[src/rtl/fcs_pkg.sv]
package fcs_pkg;

    localparam int BYTE_W = 8;
    localparam int CRC_W  = 32;
    localparam int FCS_BYTES = CRC_W / BYTE_W;

    typedef enum logic [1:0] {
        ST_BODY = 2'd0,
        ST_PAD  = 2'd1,
        ST_FCS  = 2'd2
    } fcs_state_t;

endpackage

[src/rtl/fcs_crc32.sv]
module fcs_crc32 #(
    parameter int            CRC_W = 32,
    parameter int            BYTE_W = 8,
    parameter logic [31:0]   POLY = 32'hEDB88320
) (
    input  logic              clk,
    input  logic              rst,
    input  logic              restart,
    input  logic              advance,
    input  logic [BYTE_W-1:0] din,
    output logic [CRC_W-1:0]  crc_q
);

    localparam logic [CRC_W-1:0] SEED = {CRC_W{1'b1}};

    logic [CRC_W-1:0] crc_next;

    // reflected, bit-serial update unrolled over one byte
    always_comb begin
        crc_next = crc_q;
        for (int b = 0; b < BYTE_W; b++) begin
            if (crc_next[0] ^ din[b])
                crc_next = (crc_next >> 1) ^ POLY[CRC_W-1:0];
            else
                crc_next = crc_next >> 1;
        end
    end

    always_ff @(posedge clk) begin
        if (rst || restart)
            crc_q <= SEED;
        else if (advance)
            crc_q <= crc_next;
    end

endmodule

[src/rtl/fcs_len_tracker.sv]
module fcs_len_tracker #(
    parameter int MIN_BODY = 60,
    localparam int CNT_W = $clog2(MIN_BODY + 1)
) (
    input  logic             clk,
    input  logic             rst,
    input  logic             clear,
    input  logic             step,
    output logic [CNT_W-1:0] count_q,
    output logic             short_after_step
);

    localparam logic [CNT_W:0] MIN_V = (CNT_W+1)'(MIN_BODY);

    logic [CNT_W:0] count_plus;

    assign count_plus       = {1'b0, count_q} + {{CNT_W{1'b0}}, 1'b1};
    assign short_after_step = (count_plus < MIN_V);

    always_ff @(posedge clk) begin
        if (rst || clear)
            count_q <= '0;
        else if (step && (count_plus <= MIN_V))
            count_q <= count_plus[CNT_W-1:0];
    end

    // the count saturates at the minimum body length
    assert_count_bounded_R5: assert property (@(posedge clk) disable iff (rst)
        {1'b0, count_q} <= MIN_V);

endmodule

[src/rtl/fcs_inserter.sv]
module fcs_inserter
    import fcs_pkg::*;
#(
    parameter int          MIN_BODY = 60,
    parameter logic [31:0] CRC_POLY = 32'hEDB88320
) (
    input  logic              clk,
    input  logic              rst,
    input  logic              pad_en,
    input  logic [BYTE_W-1:0] s_data,
    input  logic              s_valid,
    output logic              s_ready,
    input  logic              s_last,
    input  logic              s_user,
    output logic [BYTE_W-1:0] m_data,
    output logic              m_valid,
    input  logic              m_ready,
    output logic              m_last,
    output logic              m_user
);

    localparam int CNT_W = $clog2(MIN_BODY + 1);
    localparam int IDX_W = $clog2(FCS_BYTES);
    localparam logic [IDX_W-1:0] IDX_LAST = IDX_W'(FCS_BYTES - 1);

    fcs_state_t       state_q, state_d;
    logic [IDX_W-1:0] idx_q;
    logic             err_q;

    logic [CRC_W-1:0] crc_q;
    logic [CNT_W-1:0] byte_cnt;
    logic             short_after;

    logic             out_fire;
    logic             crc_adv;
    logic [BYTE_W-1:0] crc_din;
    logic             frame_done;

    assign out_fire   = m_valid && m_ready;
    assign frame_done = out_fire && (state_q == ST_FCS) && (idx_q == IDX_LAST);

    assign crc_adv = out_fire && (state_q != ST_FCS);
    assign crc_din = (state_q == ST_BODY) ? s_data : '0;

    fcs_crc32 #(
        .CRC_W (CRC_W),
        .BYTE_W(BYTE_W),
        .POLY  (CRC_POLY)
    ) u_crc (
        .clk    (clk),
        .rst    (rst),
        .restart(frame_done),
        .advance(crc_adv),
        .din    (crc_din),
        .crc_q  (crc_q)
    );

    fcs_len_tracker #(
        .MIN_BODY(MIN_BODY)
    ) u_len (
        .clk             (clk),
        .rst             (rst),
        .clear           (frame_done),
        .step            (crc_adv),
        .count_q         (byte_cnt),
        .short_after_step(short_after)
    );

    // next-state logic
    always_comb begin
        state_d = state_q;
        unique case (state_q)
            ST_BODY: begin
                if (out_fire && s_last)
                    state_d = (pad_en && short_after) ? ST_PAD : ST_FCS;
            end
            ST_PAD: begin
                if (out_fire && !short_after)
                    state_d = ST_FCS;
            end
            ST_FCS: begin
                if (frame_done)
                    state_d = ST_BODY;
            end
            default: state_d = ST_BODY;
        endcase
    end

    // state register and per-frame bookkeeping
    always_ff @(posedge clk) begin
        if (rst) begin
            state_q <= ST_BODY;
            idx_q   <= '0;
            err_q   <= 1'b0;
        end else begin
            state_q <= state_d;
            if (frame_done)
                idx_q <= '0;
            else if (out_fire && state_q == ST_FCS)
                idx_q <= idx_q + 1'b1;
            if (frame_done)
                err_q <= 1'b0;
            else if (out_fire && state_q == ST_BODY && s_user)
                err_q <= 1'b1;
        end
    end

    // output logic
    always_comb begin
        s_ready = 1'b0;
        m_valid = 1'b0;
        m_data  = '0;
        m_last  = 1'b0;
        m_user  = 1'b0;
        unique case (state_q)
            ST_BODY: begin
                s_ready = m_ready;
                m_valid = s_valid;
                m_data  = s_data;
            end
            ST_PAD: begin
                m_valid = 1'b1;
            end
            ST_FCS: begin
                m_valid = 1'b1;
                m_data  = ~crc_q[idx_q*BYTE_W +: BYTE_W];
                m_last  = (idx_q == IDX_LAST);
                m_user  = (idx_q == IDX_LAST) && err_q;
            end
            default: ;
        endcase
    end

    // input is blocked while tail beats go out
    assert_tail_blocks_input_R10: assert property (@(posedge clk) disable iff (rst)
        (state_q != ST_BODY) |-> !s_ready);

    // a stalled tail beat holds its value
    assert_tail_hold_R9: assert property (@(posedge clk) disable iff (rst)
        (state_q != ST_BODY && m_valid && !m_ready) |=>
            (m_valid && $stable(m_data) && $stable(m_last)));

    // a completed frame returns the controller to body state
    assert_last_ends_frame_R1: assert property (@(posedge clk) disable iff (rst)
        (m_valid && m_ready && m_last) |=> (state_q == ST_BODY));

    // the CRC register is re-armed after each frame
    assert_crc_rearmed_R11: assert property (@(posedge clk) disable iff (rst)
        (m_valid && m_ready && m_last) |=> (crc_q == {CRC_W{1'b1}}));

    // padding never runs past the minimum body length
    assert_pad_below_min_R7: assert property (@(posedge clk) disable iff (rst)
        (state_q == ST_PAD) |-> ({1'b0, byte_cnt} < (CNT_W+1)'(MIN_BODY)));

    // the last body beat never leaves the controller in body state
    assert_body_last_leaves_R1: assert property (@(posedge clk) disable iff (rst)
        (state_q == ST_BODY && s_valid && s_ready && s_last) |=> (state_q != ST_BODY));

endmodule

[config.mk]
export PLATFORM = sky130hd
export DESIGN_NAME = fcs_inserter
export DESIGN_NICKNAME = d
export VERILOG_FILES = /design/src/rtl/fcs_pkg.sv /design/src/rtl/fcs_crc32.sv /design/src/rtl/fcs_len_tracker.sv /design/src/rtl/fcs_inserter.sv
export SDC_FILE = /design/constraint.sdc
export NUM_CORES = 1
export LEC_CHECK = 0
export ABC_CLOCK_PERIOD_IN_PS = 2170
export BUFFER_PORTS_ARGS = -buffer_cell sky130_fd_sc_hd__buf_2
export CORE_MARGIN = 2
export CORE_UTILIZATION = 30
export CTS_CLUSTER_DIAMETER = 150
export DETAILED_ROUTE_END_ITERATION = 10
export HOLD_SLACK_MARGIN = 0.12
export PLACE_DENSITY_LB_ADDON = 0.12
export SLEW_MARGIN = 10
export SYNTH_ARGS = -nofsm -noshare
export SYNTH_HDL_FRONTEND = slang
export SYNTH_SLANG_ARGS = --single-unit
[constraint.sdc]
create_clock -name clk -period 2.17 [get_ports clk]
set_input_delay 0.1085 -clock clk [delete_from_list [all_inputs] [get_ports clk]]
set_output_delay 0.1085 -clock clk [all_outputs]
set_load 0.03 [all_outputs]
==> impl_results.md <==
- Max-cap violations: 0
- Initial Utilization: 0.308
- Final setup TNS: 0 ns
- Diode count: 0
- First-pass detailed-route iteration total: 4
- Startpoint types: flop
- Worst hold path type: input port to flop
- Io pins: 27
- Yosys warnings: 0
- Largest cells by area after synthesis: dfxtp_1 (27%), xnor2_1 (13%), o211ai_1 (8.5%)
- Rel. slew slack: 0.689
- Syn Area/Cell: 8.79 µm²
- Hold Crit Start: s_data[7]
- Area after DPL: 3780 µm²
- Post-route cell area: 4100 µm²
- WHS: around 0.29 ns
- Critical Path RT: approximately 2.4 ns
- FF-to-FF path depth: 8
- Vias: 2765
- Placeable core region: 10300 µm²
- Worst Tran Pin Value: 0.463 ns
- F_max: 481 MHz
- DR DRC count: 0
- Total grt overflow: 0
- Top-area cell type share of the netlist area: 0.270
- Hold Violations, Final: 0
- Num CTS Buffers: 5
- Crit share post-route: 0.958
- Number of global-route vias before repair: roughly 2800
- R2r endpoint: u_crc.crc_q[22]$_SDFFE_PP1P_
- Row cnt: 37
- Crit. End Element: flop
- Die Span Y: 107 µm
- Die Footprint: approximately 11000 µm²
- Initial antenna violation count: 0
- Synthesized area: 3180 µm²
- Layout cells sized above 1: 0.322
- First-pass GRT wire length: between 10000 and 15000 µm
- GRT Total Usage: 0.167
- Post-synth cell types: 52
- FF+latch count, synth: 43
- HPWL Detailed: 6900 µm
- Commonest cells post-synth: xnor2_1 (47), nand2_1 (45), dfxtp_1 (43)
- Critical path class: flop to flop
- Share of flip-flops with an asynchronous set or reset: 0
- Avg Vias per Cell: between 4 and 5
- Die X: between 100 and 150 µm
- 1st-iter DRT viols: between 150 and 200
- Most frequent cell after synthesis: xnor2_1
- Slew Viols, Final: 0
- Min Tclk post-route: 2.08 ns
- Setup Skew: 0.00551 ns
- Worst reg2reg setup slack: 0.09 ns
- Number of fill cells in the layout: about 1100
- Routed WL per cell: 16.2 µm
- Post-synth EDFFs: 0
- Outcome: finished, final reports clean
- Ys flop type: dfxtp_1
- Placer Congestion: 0.779
- Worst Hold Path Cells: 4
- H-tree depth: 2
- Final ANT Viol Nets: 0
- Unrepaired setup endpoints after global routing: true
- Clock tree buffer depth: 2
- Routed wire length: roughly 9100 µm
- Worst path arrival time: about 2.3 ns
- Clk Latency, worst-skew pair: approximately 0.30 ns
- CTS tree: yes
- Hold worst-path end: u_crc.crc_q[9]$_SDFFE_PP1P_
- Worst r2r src: state_q[0]$_SDFFE_PP0P_
- Worst-path maximum fanout: 6
- Final #Nets: 450
- Syn nets: 384
- CTS root buffer: clkbuf_8
- PortBufs: 26
- Area Overhead vs Synth: 28.7%
- Syn Inst Count: 362
- Register area share after synthesis: 0.270
- Synth area leader: dfxtp_1
- Final setup vio count: 0
- Clock-pin slew on the worst setup and hold paths: 0.09 ns
- Fin util: 0.397
- Largest net degree at the start of global routing: 56
- Clock Sinks: 43
==> how the worst max path moves through the flow <==
stage | startpoint | end | slack (ns)
floorplan | state_q[0]$_SDFFE_PP0P_ | u_crc.crc_q[0]$_SDFFE_PP1P_ | 0.01
global placement | state_q[0]$_SDFFE_PP0P_ | u_crc.crc_q[20]$_SDFFE_PP1P_ | -0.20
detailed placement | state_q[0]$_SDFFE_PP0P_ | u_crc.crc_q[23]$_SDFFE_PP1P_ | -0.23
CTS | state_q[1]$_SDFFE_PP0P_ | state_q[1]$_SDFFE_PP0P_ | 0.008
global route | state_q[0]$_SDFFE_PP0P_ | u_crc.crc_q[23]$_SDFFE_PP1P_ | -0.09
finish | state_q[0]$_SDFFE_PP0P_ | u_crc.crc_q[22]$_SDFFE_PP1P_ | 0.09
==> state kept, by name, summed over array words and instances (netlist names) <==
signal,cells
u_crc.crc_q,32
u_len.count_q,6
idx_q,2
state_q,2
err_q,1
==> critical path, cell delays in order, from the launching register on <==
cell and delay [ns]:
dfxtp_2 0.34, inv_2 0.05, ha_4 0.17, buf_4 0.17
a21o_1 0.21, nand2_4 0.08, xnor3_1 0.40, or4_1 0.42
o311a_1 0.14
==> cell families after synthesis <==
kind of cell / Yosys count / share of synthesized area
flip-flops: 43 / 0.270
AND/OR/NAND/NOR: 102 / 0.156
multiplexers: 10 / 0.0629
buffers and inverters: 31 / 0.0460
XOR/XNOR: 82 / 0.239
AO/OA/AOI/OAI: 87 / 0.197
adder cells (fa/ha/maj): 7 / 0.0275
==> metrics by stage <==
| step | setup slack [ns] | cells |
|---|---|---|
| after floorplan | 0.0138 | 362 |
| after global placement | -0.200 | 551 |
| after detailed placement | -0.226 | 551 |
| after CTS | 0.00773 | 564 |
| after global routing | -0.0885 | 565 |
| final | 0.0920 | 565 |
==> layout make-up <==
type                            count  area, µm²  area share
Timing Repair Buffer               82        607       0.148
Inverter                            8       31.3     0.00763
Tap cell                          136        170      0.0415
Sequential cell                    43        865       0.211
Multi-Input combinational cell    288       2340       0.572
Clock buffer                        7       76.3      0.0186
Clock inverter                      1       5.00     0.00122
==> metal layers <==
| metal | part of all wire | vias up | wire length (µm) | global-route usage |
|---|---|---|---|---|
| met3 | 0.026 | 4 | 241 | 0.0225 |
| li1 | - | 1418 | - | - |
| met5 | 0 | - | 0 | 0 |
| met1 | 0.50 | 1302 | 4590 | 0.234 |
| met4 | 0.0085 | 0 | 78 | 0.0464 |
| met2 | 0.46 | 41 | 4230 | 0.269 |
==> cells in the final DEF, fill, tap and decap left out, drive strengths merged, types with 4 or more instances in the layout <==
master and instances:
nand2 47, buf 79, mux4 8, a21o 4, xnor2 48, clkbuf 7, o21ai 12, nor3 8
xor2 33, a21oi 9, a2111oi 4, dfxtp 43, ha 7, o211ai 36, nor2 19, a211oi 10
inv 6, nand3 8
==> timing repair <==
item                                    in CTS  in global routing
buffers inserted                             1                  1
pin swaps                                    9                 10
gates cloned                                 1                  0
endpoints found under the setup margin      19                 37
gates resized for setup                     24                 20
hold endpoints to repair                     4                  0
hold buffers                                 3                  0
Power is left out: the tool's default activity adds up to more than one toggle a clock period on the data nets, which glitch-free logic cannot reach.
